**src/rtl/hzd_pkg.sv**
```systemverilog
package hzd_pkg;

  typedef enum logic {
    PC_SEQ      = 1'b0,
    PC_REDIRECT = 1'b1
  } pc_src_e;

  typedef struct packed {
    logic pc_we;
    logic ifid_we;
    logic ifid_flush;
    logic idex_bubble;
  } pipe_ctl_t;

  typedef struct packed {
    logic ifid;
    logic idex;
  } slot_live_t;

endpackage

```
**src/rtl/hzd_loaduse.sv**
```systemverilog
module hzd_loaduse #(
  parameter int REG_W   = 5,
  parameter int NUM_SRC = 2
) (
  input  logic                     idex_live,
  input  logic                     ifid_live,
  input  logic                     mem_read,
  input  logic [REG_W-1:0]         dst,
  input  logic [NUM_SRC*REG_W-1:0] srcs,
  output logic                     hazard
);
  logic [NUM_SRC-1:0] src_hit;
  logic               dst_real;

  // one comparator per decode source operand
  for (genvar g = 0; g < NUM_SRC; g++) begin : g_cmp
    assign src_hit[g] = (srcs[g*REG_W +: REG_W] == dst);
  end

  assign dst_real = |dst;
  assign hazard   = idex_live & ifid_live & mem_read & dst_real & (|src_hit);
endmodule

```
**src/rtl/hzd_redirect.sv**
```systemverilog
module hzd_redirect
  import hzd_pkg::*;
#(
  parameter bit RESOLVE_IN_EX = 1'b1
) (
  input  logic      br_taken,
  input  logic      idex_live,
  input  logic      ifid_live,
  input  logic      hazard,
  output logic      redirect,
  output pipe_ctl_t ctl
);
  logic bubble;

  if (RESOLVE_IN_EX) begin : g_ex
    // branch sits in execute; the instruction in decode is also wrong-path
    assign redirect = br_taken & idex_live;
    assign bubble   = redirect | hazard;
  end else begin : g_id
    // branch sits in decode and moves on; a stall is overridden
    assign redirect = br_taken & ifid_live;
    assign bubble   = hazard & ~redirect;
  end

  always_comb begin
    ctl             = '0;
    ctl.pc_we       = redirect | ~hazard;
    ctl.ifid_we     = redirect | ~hazard;
    ctl.ifid_flush  = redirect;
    ctl.idex_bubble = bubble;
  end
endmodule

```
**src/rtl/hzd_liveness.sv**
```systemverilog
module hzd_liveness
  import hzd_pkg::*;
(
  input  logic       clk,
  input  logic       rst_n,
  input  logic       ifid_we,
  input  logic       ifid_flush,
  input  logic       idex_bubble,
  output slot_live_t live
);
  slot_live_t live_q;
  slot_live_t live_d;
  logic       ifid_en;

  assign ifid_en = ifid_we | ifid_flush;

  always_comb begin
    live_d      = live_q;
    if (ifid_en) begin
      live_d.ifid = ~ifid_flush;
    end
    live_d.idex = live_q.ifid & ~idex_bubble;
  end

  always_ff @(posedge clk or negedge rst_n) begin
    if (!rst_n) begin
      live_q <= '0;
    end else begin
      live_q <= live_d;
    end
  end

  assign live = live_q;
endmodule

```
**src/rtl/hazard_ctl.sv**
```systemverilog
module hazard_ctl
  import hzd_pkg::*;
#(
  parameter int REG_W         = 5,
  parameter int PC_W          = 32,
  parameter bit RESOLVE_IN_EX = 1'b1
) (
  input  logic             clk,
  input  logic             rst_n,
  input  logic [REG_W-1:0] dec_src_a,
  input  logic [REG_W-1:0] dec_src_b,
  input  logic             ex_mem_read,
  input  logic [REG_W-1:0] ex_dst,
  input  logic             br_taken,
  input  logic [PC_W-1:0]  br_target,
  input  logic [PC_W-1:0]  seq_pc,
  output logic             pc_we,
  output logic             ifid_we,
  output logic             ifid_flush,
  output logic             idex_bubble,
  output logic             pc_sel,
  output logic [PC_W-1:0]  next_pc
);
  localparam int NUM_SRC   = 2;
  localparam int SRC_BUS_W = NUM_SRC * REG_W;

  slot_live_t           live;
  pipe_ctl_t            ctl;
  logic                 hazard;
  logic                 redirect;
  logic [SRC_BUS_W-1:0] src_bus;
  pc_src_e              pc_src;

  assign src_bus = {dec_src_b, dec_src_a};

  hzd_loaduse #(
    .REG_W  (REG_W),
    .NUM_SRC(NUM_SRC)
  ) u_loaduse (
    .idex_live(live.idex),
    .ifid_live(live.ifid),
    .mem_read (ex_mem_read),
    .dst      (ex_dst),
    .srcs     (src_bus),
    .hazard   (hazard)
  );

  hzd_redirect #(
    .RESOLVE_IN_EX(RESOLVE_IN_EX)
  ) u_redirect (
    .br_taken (br_taken),
    .idex_live(live.idex),
    .ifid_live(live.ifid),
    .hazard   (hazard),
    .redirect (redirect),
    .ctl      (ctl)
  );

  hzd_liveness u_liveness (
    .clk        (clk),
    .rst_n      (rst_n),
    .ifid_we    (ctl.ifid_we),
    .ifid_flush (ctl.ifid_flush),
    .idex_bubble(ctl.idex_bubble),
    .live       (live)
  );

  assign pc_src      = redirect ? PC_REDIRECT : PC_SEQ;
  assign pc_sel      = (pc_src == PC_REDIRECT);
  assign next_pc     = (pc_src == PC_REDIRECT) ? br_target : seq_pc;
  assign pc_we       = ctl.pc_we;
  assign ifid_we     = ctl.ifid_we;
  assign ifid_flush  = ctl.ifid_flush;
  assign idex_bubble = ctl.idex_bubble;
endmodule

```
**config.mk**
```make
export PLATFORM = sky130hd
export DESIGN_NAME = hazard_ctl
export DESIGN_NICKNAME = d
export VERILOG_FILES = /design/src/rtl/hzd_pkg.sv /design/src/rtl/hzd_loaduse.sv /design/src/rtl/hzd_redirect.sv /design/src/rtl/hzd_liveness.sv /design/src/rtl/hazard_ctl.sv
export SDC_FILE = /design/constraint.sdc
export NUM_CORES = 1
export LEC_CHECK = 0
export ABC_CLOCK_PERIOD_IN_PS = 1500
export BUFFER_PORTS_ARGS = -buffer_cell sky130_fd_sc_hd__buf_2
export CORE_MARGIN = 2
export CORE_UTILIZATION = 29
export CTS_BUF_LIST = sky130_fd_sc_hd__clkbuf_4 sky130_fd_sc_hd__clkbuf_8
export CTS_CLUSTER_SIZE = 30
export DETAILED_ROUTE_END_ITERATION = 16
export GPL_TIMING_DRIVEN = 1
export PLACE_DENSITY = 0.83
export SETUP_SLACK_MARGIN = 0.15
export SLEW_MARGIN = 25
export SYNTH_ARGS = -nofsm -noshare
export SYNTH_HDL_FRONTEND = slang
export SYNTH_SLANG_ARGS = --single-unit
```
**constraint.sdc**
```tcl
create_clock -name clk -period 1.5 [get_ports clk]
set_input_delay 0.225 -clock clk [delete_from_list [all_inputs] [get_ports clk]]
set_output_delay 0.225 -clock clk [all_outputs]
set_load 0.03 [all_outputs]
```
* Word level (Yosys, flattened, before mapping)
Index checks and enable logic that the tools add are counted.
** Cells by class
- Add/sub/neg operators :: 0
- Multipliers :: 0
- Div/mod/pow operators :: 0
- Bitwise operators :: 12
- Muxes and demuxes :: 2
- Magnitude comparators :: 0
- Shifts and indexed selects :: 0
- Eq/ne operators :: 2
- Reduce and logical (&&, ||, !) cells :: 2
** Operator list (count)
- $mux W32 :: 1
- $eq A5 B5 Y1 :: 2
- $and A1 B1 Y1 :: 6
- $reduce_or A5 Y1 :: 1
- $not A1 Y1 :: 3
- $or A1 B1 Y1 :: 3
- $reduce_or A2 Y1 :: 1
- $mux W1 :: 1
** Word-level totals
- Latch bits :: 0
- Memories kept :: 0
- Bits in registers :: 2
- Logic and storage cells :: 20
- Memory bits (writable) :: 0
- Bits in read-only memories :: 0
- Bits of input ports :: 83

* Longest topological paths before layout
Gate-level depths: netlist of run 1.
- Word-level depth :: 7
- Gate-level depth with buffers :: 5
- Mapped depth without buffers :: 4

* Modules after synthesis
A second synthesis of run 1 with hierarchy kept.
** Unflattened totals
- Cell total of the unflattened synthesis :: 63
- Area total of the unflattened synthesis :: 787.0 µm²
** By module, submodules not included
- hazard_ctl :: area each 544.3 µm², cells an instance 36, instances 1
- hzd_loaduse :: area each 128.9 µm², cells an instance 17, instances 1
- hzd_liveness :: area each 66.3 µm², cells an instance 4, instances 1
- hzd_redirect :: area each 47.5 µm², cells an instance 6, instances 1

* Least setup slack after synthesis of run 1
No wires, ideal clock.
- Path kind :: input to output
- Start :: input port ex_dst[4]
- End :: output port pc_we
- Arrival :: 1229 ps
- Path slack :: 46 ps
- Cell stages on the path :: 5
- Required time :: 1275 ps
- Path through :: xnor2_1 > nand3_1 > o22ai_2 > nand3_1 > buf_4
** Between the ends
- Cells in the longest elaborated chain, start to end :: 5
- Elaborated cells between the ends (all ways) :: 8
- Classes of those cells :: eq/ne: 2; bitwise: 4; reduce/logical: 2
** RTL lines
- from (decl) :: RTL line hazard_ctl.sv:13 : input logic [REG_W-1:0] ex_dst,
- $eq A5 B5 Y1 / $reduce_or A5 Y1 (equally long branches) :: RTL line hzd_loaduse.sv:17, hzd_loaduse.sv:20
- $reduce_or A2 Y1 / $and A1 B1 Y1 (equally long branches) :: RTL line hzd_loaduse.sv:21 : assign hazard = idex_live & ifid_live & mem_read & dst_real & (|src_hit);
- $and A1 B1 Y1 * :: RTL line hzd_loaduse.sv:21
- $not A1 Y1 *
- $or A1 B1 Y1 *
- to (decl) :: RTL line hazard_ctl.sv:17 : output logic pc_we,
Every way passes the cells marked *; elsewhere a longest branch is shown, timed or not.

* Worst setup path after layout of run 1
- Start :: register u_liveness.live_q (netlist bit u_liveness.live[0])
- End :: output port next_pc[5]
** Between the ends
- Cells in the longest elaborated chain, start to end :: 3
** RTL lines
- from (decl) :: RTL line hzd_liveness.sv:11 : slot_live_t live_q;
- from (signal assigned) :: RTL line hzd_liveness.sv:29 : live_q <= live_d;
- $and A1 B1 Y1 :: RTL line hzd_redirect.sv:17 : assign redirect = br_taken & idex_live;
- $mux W1 :: RTL line hazard_ctl.sv:68 : assign pc_src = redirect ? PC_REDIRECT : PC_SEQ;
- $mux W32 :: RTL line hazard_ctl.sv:70 : assign next_pc = (pc_src == PC_REDIRECT) ? br_target : seq_pc;
- to (decl) :: RTL line hazard_ctl.sv:22 : output logic [PC_W-1:0] next_pc
Every way passes these cells.

==> results of run 1 <==
-- worst max-delay path: cells and delay by family, from the launching register on --
family	cells	cell delay (ps)
simple gates	1	130
mux	1	320
flops	1	390
buf+inv	2	310
-- per-layer routing --
layer | global-route usage | vias up
met4 | 0.0833 | 0
li1 | - | 475
met3 | 0.0500 | 6
met1 | 0.191 | 449
met2 | 0.422 | 65
met5 | 0 | -
-- final cells by class --
class / instances / share of cell area
Timing Repair Buffer: 125 / 0.540
Multi-Input combinational cell: 56 / 0.393
Sequential cell: 2 / 0.0293
Tap cell: 30 / 0.0220
Clock buffer: 3 / 0.0132
Inverter: 1 / 0.00220
-- power by group through the flow --
stage	Clock (mW)	Combinational [mW]	Sequential, mW
after floorplan	0	0.507	0.0678
after global placement	0	0.731	0.0686
after detailed placement	0	0.744	0.0687
after CTS	0.126	0.900	0.0686
after global routing	0.139	0.985	0.0693
final	0.119	0.940	0.0684
-- worst paths after layout --
check | slack (ps) | to | start | depth (start not counted)
max reg2reg | 530 | u_liveness.live[0] | u_liveness.live[0] | 4
min in group clk | 420 | u_liveness.live[1] | br_taken | 3
max | -120 | next_pc[5] | u_liveness.live[0] | 4
min | 310 | u_liveness.live[0] | rst_n | 2
max in group asynchronous | 1090 | u_liveness.live[1] | rst_n | 2
min reg2reg | 530 | u_liveness.live[0] | u_liveness.live[1] | 2
-- cells in the mapped netlist --
cell and instances:
nor3_1 1, xnor2_1 10, buf_4 2, dfrtp_1 2, o22ai_2 1, nand2_4 1, mux2_2 6, mux2_4 26
a21o_1 1, a21oi_1 2, nand2_1 3, inv_1 1, nand3_1 4, buf_6 3, nor2_1 1
-- logic make-up after synthesis --
kind of cell,after synthesis,synth area share
and+or+nand+nor,10,0.0703
AOI/OAI and AO/OA,4,0.0412
muxes,32,0.628
xor gates and xnor gates,10,0.120
DFF,2,0.0686
buffers and inverters,6,0.0720
-- timing repair --
item	4_1_cts	5_1_grt
endpoints found under the setup margin	37	37
hold buffers	1	0
endpoints found under the hold margin	2	0
gates cloned	0	1
pin swaps	1	1
setup buffers	1	0
gates resized for setup	75	7
-- through the flow --
stage | worst slack (ps) | power [mW] | hold WS, ps | utilization
after detailed placement | 96.0 | 0.812 | 12.2 | 0.567
after global routing | -163 | 1.19 | 313 | 0.702
final | -119 | 1.13 | 312 | 0.702
after CTS | -124 | 1.09 | 309 | 0.681
after global placement | 107 | 0.800 | 13.4 | 0.567
after floorplan | 153 | 0.575 | -70.6 | -
==> flow_summary.toml, run 1 <==
[run_status]
status = "complete, but fails checks"
violations = "negative setup slack"

[worst_setup_path]
path_max_fanout = 13
max_stage_delay_ps = 390
crit_path_start_kind = "flop"
cp.required_ps = 1270
path_class = "reg2out"
crit_path_cell_trace = "nand2_4 > buf_12 > mux2_4 > buf_6"
worstPathArrival_ps = 1390
cp-end-kind = "output pin"
critPathSlowestCell = "dfrtp_1"

[clock_tree]
clkTransAtPathRegs_ps = 30
htree_levels = 1
cts_made_buffers = 3
cts_tree = "done"
clkSinkCount = 2
clkLatencyLatePin_ps = 230
cts_max_path_buffers = 2
root_buffer = "clkbuf_4"

[layout]
final_layout_size_suffix_gt1_frac = 0.888
fin_cells = 217
fillCellCount = 180
diodes = 0
register_area_um2 = 50.0
area_delta_synth_final_pct = 134
nets = 272
layout_commonest_cell = "buf_2"
fin_area_um2 = 1710
multi_input_area_um2 = 672
largest_reg_flops = 2
final_cell_mix = "buf_2 (82), buf_6 (35), mux2_4 (32)"

[drt]
first_iter_violations = 8
wire_per_inst_um = 15.7
m1WireLength_um = 1060
wl_met3_um = 323
viasPerCell = 4.59
drt_pass1_iterations = 4
wl_um = 3410
drtAntennaViolNets = 0
num_vias = 995
wl_met2_um = 1950
top_layer = "met4"
drcViolationCount = 0

[place]
postPlaceCellArea_um2 = 1380
dp_cells = 211
portBuffers = 119
place_congestion = 0.703
hpwl_um = 2490

[synthesis]
yosysTopAreaCell = "mux2_4"
yosys_warnings = 0
syn_area_um2 = 729
ys_ff_latch = 2
syn_inst = 64
synth.avg_cell_area_um2 = 11.4
synth_nets = 147
synth_top_area_share = 0.535
synth_area_leaders = "mux2_4 (54%), xnor2_1 (12%), mux2_2 (9.3%), dfrtp_1 (6.9%), buf_6 (4.6%)"
ys_types = 15
synth_seq_area_share = 0.0686

[floorplan]
fp.dieArea_um2 = 2930
rows = 18
chipHeight_um = 54.2
die_w_um = 54.2
start_util = 0.300
ios = 120
core_um2 = 2430

[timing]
final-hold-violation-count = 0
fin_setup_tns_ps = -2840
setup-violations-final = 32
skew_ps = 4.57
slew_viol_final = 0
timing.final.crit_share = 1.08
slew_headroom = 0.760
setup_slack_ps = -119
worst_pin_slew_ps = 357
fin_crit_ps = 1620
max_freq_mhz = 618
grt_setup_unrepaired = "true"

[flow_run]
maxCapViolCount = 0

[power_and_ir_drop]
p_sw_frac = 0.423
leakagePower_nw = 0.981
combPwrFrac = 0.834
cellPowerDensity_nw_per_um2 = 660
seq_power_share = 0.061
p_switching_mw = 0.477
pwr-share-clk = 0.106
ir_worst_vdd_uv = 540
power.internal_mw = 0.651

[global_routing]
track_usage = 0.208
grt_max_degree = 14
grt_first_pass_wirelength_um = 4240
antenna_found_initial = 0
grt_pass1_vias = 966
grt_overflow = 0

[min_path]
hold_path.class = "in2async"
(Power assumes the default switching activity.)
==> run 2: changes to the inputs <==
Settings changed: SKIP_CTS_REPAIR_TIMING set to 1.
==> flow_summary.toml, run 2 (synthesis gave the netlist of run 1 again) <==
[global_routing]
track_usage = 0.165
grt_max_degree = 14
grt_pass1_vias = 837
grt_overflow = 0
grt_first_pass_wirelength_um = 3440
antenna_found_initial = 0

[timing]
setup_slack_ps = -145
skew_ps = 3.86
slew_headroom = 0.760
max_freq_mhz = 608
grt_setup_unrepaired = "true"
timing.final.crit_share = 1.10
final-hold-violation-count = 0
fin_setup_tns_ps = -3480
setup-violations-final = 33
worst_pin_slew_ps = 357
slew_viol_final = 0
fin_crit_ps = 1650

[worst_setup_path]
cp.required_ps = 1270
r2r-end = "u_liveness.live[0]"
r2r_cells = 4
cp-end-kind = "output pin"
r2r_slack_ps = 510
path_max_fanout = 13
r2r-start = "u_liveness.live[0]"
path_class = "reg2out"
worstPathArrival_ps = 1420
crit_path_start_kind = "flop"

[layout]
final_cell_mix = "buf_2 (102), mux2_4 (30), buf_6 (15)"
area_delta_synth_final_pct = 116
register_area_um2 = 50.0
diodes = 0
multi_input_area_um2 = 664
layout_commonest_cell = "buf_2"
nets = 272
fillCellCount = 205
largest_reg_flops = 2
final_layout_size_suffix_gt1_frac = 0.882

[power_and_ir_drop]
ir_worst_vdd_uv = 550
leakagePower_nw = 0.932
power.total_mw = 1.03
cellPowerDensity_nw_per_um2 = 654

[drt]
wire_per_inst_um = 13.9
drt_pass1_iterations = 4
drcViolationCount = 0
wl_um = 3010
first_iter_violations = 11
num_vias = 985
drtAntennaViolNets = 0
viasPerCell = 4.54

[clock_tree]
clkTransAtPathRegs_ps = 30
clkSinkCount = 2
htree_levels = 1
cts_tree = "done"
root_buffer = "clkbuf_4"
clkLatencyLatePin_ps = 220
cts_made_buffers = 3
cts_max_path_buffers = 2

[place]
portBuffers = 119
place_congestion = 0.703
hpwl_um = 2490

[floorplan]
chipHeight_um = 54.2
rows = 18
fp.dieArea_um2 = 2930
core_um2 = 2430
die_w_um = 54.2
ios = 120
start_util = 0.300

[run_status]
violations = "negative setup slack"
status = "complete, but fails checks"

[flow_run]
maxCapViolCount = 0

[min_path]
hold_path.class = "in2async"
run 2: cell types whose count changed in the layout (fill, tap and decap cells not counted):
cell	before	now
buf_2	82	102
buf_6	35	15
mux2_2	0	2
mux2_4	32	30
inv_1	0	1
inv_2	1	0
run 2: worst max path at each step:
stage	startpoint	end	slack, ps
after global placement	ex_dst[0]	idex_bubble	110
after CTS	u_liveness.live[0]	next_pc[0]	-150
after floorplan	u_liveness.live[0]	idex_bubble	150
after global routing	u_liveness.live[0]	next_pc[10]	-200
final	u_liveness.live[0]	next_pc[10]	-150
after detailed placement	ex_dst[0]	idex_bubble	100
run 2: critical path, stage by stage, from the launching register on:
cell     delay [ps]
dfrtp_1         390
nand2_4         130
buf_12          170
mux2_4          310
buf_2           180
run 2: layer usage:
metal	routed length [um]	GRT usage
met1	962	0.157
met2	1720	0.323
met3	314	0.0500
met4	15	0.0625
met5	0	0
run 2: metrics by stage:
step / hold WS, ps / util / instance area [um2] / worst slack (ps) / std cells
after floorplan: -70.6 / - / 736 / 153 / 64
after global placement: 13.4 / 0.567 / 1380 / 107 / 211
after detailed placement: 12.2 / 0.567 / 1380 / 96.0 / 211
after CTS: -231 / 0.577 / 1400 / -150 / 214
after global routing: 314 / 0.648 / 1580 / -199 / 217
final: 312 / 0.648 / 1580 / -145 / 217
run 2: area by class of cell:
cell class | instances | share of cell area
timing repair buffer | 125 | 0.506
multi-input combinational | 56 | 0.422
sequential | 2 | 0.0318
tap | 30 | 0.0238
clock buffer | 3 | 0.0143
inverter | 1 | 0.00238
run 2: power by group:
group / internal, mW / switching (mW)
registers: 0.0621 / 0.00667
clock network: 0.0882 / 0.0305
logic: 0.428 / 0.414
total: 0.578 / 0.451
